**config.mk**
```make
export PLATFORM = sky130hd
export DESIGN_NAME = mesh_router_tile
export DESIGN_NICKNAME = d
export VERILOG_FILES = /design/src/rtl/mesh_router_pkg.sv /design/src/rtl/mesh_router_fifo.sv /design/src/rtl/mesh_router_ctrl.sv /design/src/rtl/mesh_router_dp.sv /design/src/rtl/mesh_router_tile.sv
export SDC_FILE = /design/constraint.sdc
export NUM_CORES = 1
export LEC_CHECK = 0
export ABC_CLOCK_PERIOD_IN_PS = 2910
export BUFFER_PORTS_ARGS = -buffer_cell sky130_fd_sc_hd__buf_4
export CAP_MARGIN = 15
export CORE_MARGIN = 2
export CORE_UTILIZATION = 41
export DETAILED_ROUTE_END_ITERATION = 16
export SLEW_MARGIN = 25
export SYNTH_ARGS = -nofsm -noshare
export SYNTH_HDL_FRONTEND = slang
export SYNTH_HIERARCHICAL = 1
export SYNTH_SLANG_ARGS = --single-unit
export TNS_END_PERCENT = 1
```
**constraint.sdc**
```tcl
create_clock -name clk -period 2.91 [get_ports clk]
set_input_delay 0.1455 -clock clk [delete_from_list [all_inputs] [get_ports clk]]
set_output_delay 0.1455 -clock clk [all_outputs]
set_load 0.02 [all_outputs]
```
**src/rtl/mesh_router_pkg.sv**
```systemverilog
package mesh_router_pkg;

  localparam int COORD_W = 3;
  localparam int HEAD_W  = 2 * COORD_W;

  localparam int NUM_OUT = 3;
  localparam int OUT_Y   = 0;
  localparam int OUT_X   = 1;
  localparam int OUT_EJ  = 2;

  typedef struct packed {
    logic [COORD_W-1:0] row;
    logic [COORD_W-1:0] col;
  } coord_t;

  typedef enum logic [1:0] {
    Y_NONE,
    Y_THRU,
    Y_INJ
  } ySel_e;

  typedef enum logic [1:0] {
    X_NONE,
    X_THRU,
    X_TURN,
    X_INJ
  } xSel_e;

  typedef enum logic [1:0] {
    EJ_NONE,
    EJ_FROM_X,
    EJ_FROM_Y,
    EJ_FROM_LOC
  } ejSel_e;

  typedef struct packed {
    ySel_e  ySel;
    xSel_e  xSel;
    ejSel_e ejSel;
  } routeStrobes_t;

endpackage

```
**src/rtl/mesh_router_fifo.sv**
```systemverilog
module mesh_router_fifo #(
  parameter int WIDTH = 8,
  parameter int DEPTH = 2
) (
  input  logic             clk,
  input  logic             rstN,
  input  logic             pushEn,
  input  logic [WIDTH-1:0] pushData,
  output logic             hasSpace,
  output logic             popValid,
  input  logic             popReady,
  output logic [WIDTH-1:0] popData
);

  localparam int PTR_W = (DEPTH > 1) ? $clog2(DEPTH) : 1;
  localparam int CNT_W = $clog2(DEPTH + 1);

  logic [WIDTH-1:0] slots [DEPTH];
  logic [PTR_W-1:0] wrPtr;
  logic [PTR_W-1:0] rdPtr;
  logic [CNT_W-1:0] count;
  logic             pushDo;
  logic             popDo;

  function automatic logic [PTR_W-1:0] bump(input logic [PTR_W-1:0] p);
    return (p == PTR_W'(DEPTH - 1)) ? '0 : p + 1'b1;
  endfunction

  assign hasSpace = (count != CNT_W'(DEPTH));
  assign popValid = (count != '0);
  assign popData  = slots[rdPtr];
  assign pushDo   = pushEn && hasSpace;
  assign popDo    = popValid && popReady;

  always_ff @(posedge clk) begin
    if (!rstN) begin
      wrPtr <= '0;
      rdPtr <= '0;
      count <= '0;
    end else begin
      if (pushDo) wrPtr <= bump(wrPtr);
      if (popDo)  rdPtr <= bump(rdPtr);
      count <= count + CNT_W'(pushDo) - CNT_W'(popDo);
    end
  end

  always_ff @(posedge clk) begin
    if (pushDo) slots[wrPtr] <= pushData;
  end

endmodule

```
**src/rtl/mesh_router_ctrl.sv**
```systemverilog
module mesh_router_ctrl
  import mesh_router_pkg::*;
(
  input  logic                      clk,
  input  logic                      rstN,
  input  logic [COORD_W-1:0]        tileRow,
  input  logic [COORD_W-1:0]        tileCol,
  input  logic                      yInValid,
  input  logic                      xInValid,
  input  logic                      locInValid,
  input  coord_t                    yInDest,
  input  coord_t                    xInDest,
  input  coord_t                    locInDest,
  input  logic [NUM_OUT-1:0]        outSpace,
  output routeStrobes_t             strobes,
  output logic                      yInReady,
  output logic                      xInReady,
  output logic                      locInReady
);

  logic yWantY, yWantX, yWantEj;
  logic xWantX, xWantEj;
  logic lWantY, lWantX, lWantEj;
  logic preferTurn;
  ySel_e  ySel;
  xSel_e  xSel;
  ejSel_e ejSel;

  always_comb begin
    yWantY  = yInValid && (yInDest.row != tileRow);
    yWantX  = yInValid && (yInDest.row == tileRow) && (yInDest.col != tileCol);
    yWantEj = yInValid && (yInDest.row == tileRow) && (yInDest.col == tileCol);
    xWantX  = xInValid && (xInDest.col != tileCol);
    xWantEj = xInValid && (xInDest.col == tileCol);
    lWantY  = locInValid && (locInDest.row != tileRow);
    lWantX  = locInValid && (locInDest.row == tileRow) && (locInDest.col != tileCol);
    lWantEj = locInValid && (locInDest.row == tileRow) && (locInDest.col == tileCol);
  end

  // Y ring output: through traffic first, then injection
  always_comb begin
    ySel = Y_NONE;
    if (outSpace[OUT_Y]) begin
      if (yWantY)      ySel = Y_THRU;
      else if (lWantY) ySel = Y_INJ;
    end
  end

  // X ring output: through traffic first, then turn/inject alternate
  always_comb begin
    xSel = X_NONE;
    if (outSpace[OUT_X]) begin
      if (xWantX)                          xSel = X_THRU;
      else if (yWantX && (!lWantX || preferTurn)) xSel = X_TURN;
      else if (lWantX)                     xSel = X_INJ;
    end
  end

  // Eject: X, then Y, then local
  always_comb begin
    ejSel = EJ_NONE;
    if (outSpace[OUT_EJ]) begin
      if (xWantEj)      ejSel = EJ_FROM_X;
      else if (yWantEj) ejSel = EJ_FROM_Y;
      else if (lWantEj) ejSel = EJ_FROM_LOC;
    end
  end

  always_ff @(posedge clk) begin
    if (!rstN) begin
      preferTurn <= 1'b1;
    end else if (xSel == X_TURN) begin
      preferTurn <= 1'b0;
    end else if (xSel == X_INJ) begin
      preferTurn <= 1'b1;
    end
  end

  assign strobes    = '{ySel: ySel, xSel: xSel, ejSel: ejSel};
  assign yInReady   = (ySel == Y_THRU) || (xSel == X_TURN) || (ejSel == EJ_FROM_Y);
  assign xInReady   = (xSel == X_THRU) || (ejSel == EJ_FROM_X);
  assign locInReady = (ySel == Y_INJ) || (xSel == X_INJ) || (ejSel == EJ_FROM_LOC);

endmodule

```
**src/rtl/mesh_router_dp.sv**
```systemverilog
module mesh_router_dp
  import mesh_router_pkg::*;
#(
  parameter int MSG_W      = 22,
  parameter int FIFO_DEPTH = 2
) (
  input  logic               clk,
  input  logic               rstN,
  input  routeStrobes_t      strobes,
  input  logic [MSG_W-1:0]   yInData,
  input  logic [MSG_W-1:0]   xInData,
  input  logic [MSG_W-1:0]   locInData,
  output coord_t             yInDest,
  output coord_t             xInDest,
  output coord_t             locInDest,
  output logic [NUM_OUT-1:0] outSpace,
  output logic               yOutValid,
  input  logic               yOutReady,
  output logic [MSG_W-1:0]   yOutData,
  output logic               xOutValid,
  input  logic               xOutReady,
  output logic [MSG_W-1:0]   xOutData,
  output logic               ejOutValid,
  input  logic               ejOutReady,
  output logic [MSG_W-1:0]   ejOutData
);

  logic [NUM_OUT-1:0] pushVec;
  logic [NUM_OUT-1:0] popValidVec;
  logic [NUM_OUT-1:0] popReadyVec;
  logic [MSG_W-1:0]   pushDataArr [NUM_OUT];
  logic [MSG_W-1:0]   popDataArr  [NUM_OUT];

  assign yInDest   = coord_t'(yInData[MSG_W-1 -: HEAD_W]);
  assign xInDest   = coord_t'(xInData[MSG_W-1 -: HEAD_W]);
  assign locInDest = coord_t'(locInData[MSG_W-1 -: HEAD_W]);

  always_comb begin
    pushVec[OUT_Y]     = (strobes.ySel != Y_NONE);
    pushDataArr[OUT_Y] = (strobes.ySel == Y_INJ) ? locInData : yInData;

    pushVec[OUT_X] = (strobes.xSel != X_NONE);
    unique case (strobes.xSel)
      X_TURN:  pushDataArr[OUT_X] = yInData;
      X_INJ:   pushDataArr[OUT_X] = locInData;
      default: pushDataArr[OUT_X] = xInData;
    endcase

    pushVec[OUT_EJ] = (strobes.ejSel != EJ_NONE);
    unique case (strobes.ejSel)
      EJ_FROM_Y:   pushDataArr[OUT_EJ] = yInData;
      EJ_FROM_LOC: pushDataArr[OUT_EJ] = locInData;
      default:     pushDataArr[OUT_EJ] = xInData;
    endcase
  end

  assign popReadyVec[OUT_Y]  = yOutReady;
  assign popReadyVec[OUT_X]  = xOutReady;
  assign popReadyVec[OUT_EJ] = ejOutReady;

  for (genvar g = 0; g < NUM_OUT; g++) begin : gen_outq
    mesh_router_fifo #(
      .WIDTH (MSG_W),
      .DEPTH (FIFO_DEPTH)
    ) outq_i (
      .clk      (clk),
      .rstN     (rstN),
      .pushEn   (pushVec[g]),
      .pushData (pushDataArr[g]),
      .hasSpace (outSpace[g]),
      .popValid (popValidVec[g]),
      .popReady (popReadyVec[g]),
      .popData  (popDataArr[g])
    );
  end

  assign yOutValid  = popValidVec[OUT_Y];
  assign yOutData   = popDataArr[OUT_Y];
  assign xOutValid  = popValidVec[OUT_X];
  assign xOutData   = popDataArr[OUT_X];
  assign ejOutValid = popValidVec[OUT_EJ];
  assign ejOutData  = popDataArr[OUT_EJ];

endmodule

```
**src/rtl/mesh_router_tile.sv**
```systemverilog
module mesh_router_tile
  import mesh_router_pkg::*;
#(
  parameter int ROWS       = 6,
  parameter int COLS       = 6,
  parameter int PAYLOAD_W  = 16,
  parameter int FIFO_DEPTH = 2
) (
  input  logic                      clk,
  input  logic                      rstN,
  input  logic [2:0]                tileRow,
  input  logic [2:0]                tileCol,
  input  logic                      yInValid,
  output logic                      yInReady,
  input  logic [PAYLOAD_W+5:0]      yInData,
  input  logic                      xInValid,
  output logic                      xInReady,
  input  logic [PAYLOAD_W+5:0]      xInData,
  input  logic                      locInValid,
  output logic                      locInReady,
  input  logic [PAYLOAD_W+5:0]      locInData,
  output logic                      yOutValid,
  input  logic                      yOutReady,
  output logic [PAYLOAD_W+5:0]      yOutData,
  output logic                      xOutValid,
  input  logic                      xOutReady,
  output logic [PAYLOAD_W+5:0]      xOutData,
  output logic                      ejOutValid,
  input  logic                      ejOutReady,
  output logic [PAYLOAD_W+5:0]      ejOutData
);

  localparam int MSG_W = PAYLOAD_W + HEAD_W;

  routeStrobes_t      strobes;
  coord_t             yInDest;
  coord_t             xInDest;
  coord_t             locInDest;
  logic [NUM_OUT-1:0] outSpace;

  mesh_router_ctrl ctrl_i (
    .clk        (clk),
    .rstN       (rstN),
    .tileRow    (tileRow),
    .tileCol    (tileCol),
    .yInValid   (yInValid),
    .xInValid   (xInValid),
    .locInValid (locInValid),
    .yInDest    (yInDest),
    .xInDest    (xInDest),
    .locInDest  (locInDest),
    .outSpace   (outSpace),
    .strobes    (strobes),
    .yInReady   (yInReady),
    .xInReady   (xInReady),
    .locInReady (locInReady)
  );

  mesh_router_dp #(
    .MSG_W      (MSG_W),
    .FIFO_DEPTH (FIFO_DEPTH)
  ) dp_i (
    .clk        (clk),
    .rstN       (rstN),
    .strobes    (strobes),
    .yInData    (yInData),
    .xInData    (xInData),
    .locInData  (locInData),
    .yInDest    (yInDest),
    .xInDest    (xInDest),
    .locInDest  (locInDest),
    .outSpace   (outSpace),
    .yOutValid  (yOutValid),
    .yOutReady  (yOutReady),
    .yOutData   (yOutData),
    .xOutValid  (xOutValid),
    .xOutReady  (xOutReady),
    .xOutData   (xOutData),
    .ejOutValid (ejOutValid),
    .ejOutReady (ejOutReady),
    .ejOutData  (ejOutData)
  );

endmodule

```
==> impl_metrics.yaml <==
critical_path:
  cell_with_the_largest_stage_delay_on_the_worst_path: "dfxtp_1"
  ff2ff_path_depth: 10
  timing_worst_setup_path_type: "register to register"
  crit_path_max_incr_delay_ns: 0.37
  critical_path.max_fanout: 8
  cp.buffers_inverters: 0
  worst_ep_required_time_ns: 3.25
  cell_by_cell_trace_of_the_critical_path: "nand2b_1, and3_4, o21bai_4, or2_2, nor2b_1, a211oi_1, nor2_1, ha_1, nand2b_1, mux2i_1"
  crit-reg2reg-capture: "dp_i/gen_outq[1].outq_i/count[1]$_SDFF_PN0_"
  timing.critical_path.from: "dp_i/gen_outq[1].outq_i/count[0]$_SDFF_PN0_"
  reg2reg_setup_slack_ns: 0.53
  worst_r2r_startpoint: "dp_i/gen_outq[1].outq_i/count[0]$_SDFF_PN0_"
  critical-path-top-cell-by-count: "nand2b_1"
  critPathLaunchType: "register"
  path_delay_family: "simple AND/OR/NAND/NOR gates"
  cp.depth: 10
  setup.worst_path.end_class: "register"
  critical_path_arrival_ns: 2.72
layout:
  nets: 763
  fin_area_um2: 9330
  final_layout_size_suffix_gt1_share_pct: 43.6
  instances_no_fill: 924
  syn_to_final_growth_pct: 26.1
  final_core_utilization_pct: 52.3
place:
  gpl_wtd_cong: 0.792
  dp_hpwl_um: 12900
  placed_cell_area_um2: 8670
  detailedPlace.worstSlack_ns: 0.309
  post-place-cells: 890
  placement.io_buffers: 151
clocking:
  htree_num_levels: 4
  ctsHoldBuffers: 0
  tritoncts_num_sinks: 148
  post-cts-setup-buffers: 0
  clock_insertion_delay_worst_skew_ns: 0.41
  clkSlewWorstSetupHoldPaths_ns: 0.06
  max_root_sink_buffers: 2
  tritoncts: "yes"
  cts_inserted_buffers: 17
  ctsResizeCount: 0
  cts.root.buffer_cell: "clkbuf_16"
floorplanning:
  die-area_um2: 19100
  die_width_um: 138
  dieHeight_um: 138
  coreArea_um2: 17800
  initial_utilization_pct: 41.4
  placementRows: 49
  io_pins: 152
sta:
  final.setup.tns_ns: 0
  min_period_over_period_pct: 81.7
  slew_viol_final: 0
  setup_violation_total_in_the_final_timing_report: 0
  fin_worst_skew_ns: 0.00631
  timing.final.hold_violations: 0
  worst_slack_ns: 0.531
  max_freq_ghz: 0.420
  grt_setup_unrepaired: "false"
  slew_headroom_pct: 35.7
  worst_pin_slew_ns: 0.963
  fin_crit_ns: 2.38
synthesis:
  syn_area_um2: 7390
  number_of_warning_messages_in_the_yosys_log: 6
  postSynthCellCount: 535
  syn-mean-instance-area_um2: 13.8
  syn-num-nets: 618
global_route:
  pin_count_of_the_biggest_net_entering_global_routing: 45
  gr-usage-all-layers_pct: 18.8
  grt.overflow.total: 0
  antenna_found_initial: 2
  first_pass_grt_wire_length_um: 27300
  number_of_global_route_vias_before_repair: 4770
run_status:
  outcome: "finished, final reports clean"
route:
  detail_route.wl_per_cell_um: 19.4
  drt_pre_antenna_iters: 5
  detail-route-antenna-nets: 0
  num_vias: 4749
  drt_iter0_markers: 237
  drc: 0
  via_per_inst: 5.14
  routed_wirelength_um: 17900
flow_run:
  drv.max_cap_violation_count: 0
power:
  p_leak_nw: 3.67
  irDropWorstVdd_mv: 0.481
  cellPowerDensity_nw_per_um2: 822
min_path:
  start_point_of_the_worst_min_delay_path: "yInData[1]"
  hold_path.class: "primary input to register"
  min_path_cells: 2
  hold_end: "dp_i/gen_outq[0].outq_i/slots[0][1]$_DFFE_PP_"
[final cells by class]
cell class                      instances  area, µm²
Multi-Input combinational cell        340       2820
Timing Repair Buffer                  165       1250
Sequential cell                       148       4280
Fill cell                            1516       8510
Inverter                                8       30.0
Tap cell                              229        287
Antenna cell                            2       5.00
Clock buffer                           17        425
Clock inverter                         15        229
[metal layers]
layer | GRT usage (%) | wire, µm | vias to the layer above
met5 | 0 | 0 | -
met2 | 29.7 | 8460 | 135
li1 | - | - | 2274
met1 | 25.8 | 8400 | 2323
met3 | 4.02 | 742 | 17
met4 | 6.55 | 300 | 0
[placed cells by master (no fill, tap or decap), drive strengths merged, types with 3 or more instances in the layout]
| cell | instances |
|---|---|
| inv | 11 |
| edfxtp | 132 |
| a32oi | 4 |
| xnor2 | 12 |
| dfxtp | 16 |
| nand3 | 8 |
| o21ai | 7 |
| buf | 165 |
| clkinv | 6 |
| xor2 | 6 |
| or2 | 7 |
| nand3b | 4 |
| bufinv | 5 |
| clkbuf | 17 |
| mux2i | 47 |
| o21bai | 3 |
| a21boi | 3 |
| nand2 | 7 |
| and2 | 10 |
| nand2b | 8 |
| nor2 | 51 |
| a21oi | 46 |
| a211oi | 3 |
| mux2 | 88 |
| a21bo | 6 |
| and3 | 4 |
| ha | 3 |
| nor2b | 4 |
[state kept, by name (all words and copies together), names as in the netlist, named ones only]
name                        flops
dp_i/gen_outq.outq_i/count      6
ctrl_i/preferTurn               1
dp_i/gen_outq.outq_i/slots    132
dp_i/gen_outq.outq_i/wrPtr      3
dp_i/gen_outq.outq_i/rdPtr      3
[worst max path at each step]
stage                                                          endpoint  slack, ns
final                       dp_i/gen_outq[1].outq_i/count[1]$_SDFF_PN0_       0.53
after global routing        dp_i/gen_outq[1].outq_i/count[0]$_SDFF_PN0_       0.38
after floorplan           dp_i/gen_outq[1].outq_i/slots[1][0]$_DFFE_PP_       0.25
after global placement      dp_i/gen_outq[1].outq_i/count[0]$_SDFF_PN0_       0.42
after detailed placement    dp_i/gen_outq[1].outq_i/count[1]$_SDFF_PN0_       0.31
after CTS                   dp_i/gen_outq[2].outq_i/count[0]$_SDFF_PN0_       0.55
[power by group]
group	internal, mW	switching (mW)	total (mW)
Combinational	1.09	1.28	2.37
Sequential	2.74	0.163	2.91
Clock	1.53	0.865	2.40
Total	5.36	2.31	7.67
[through the flow]
| step | hold slack (ns) | total power [mW] |
|---|---|---|
| after floorplan | 0.267 | 4.40 |
| after global placement | 0.484 | 5.29 |
| after detailed placement | 0.490 | 5.34 |
| after CTS | 0.0535 | 7.76 |
| after global routing | 0.0579 | 8.04 |
| final | 0.0695 | 7.67 |
(Power assumes the default switching activity.)
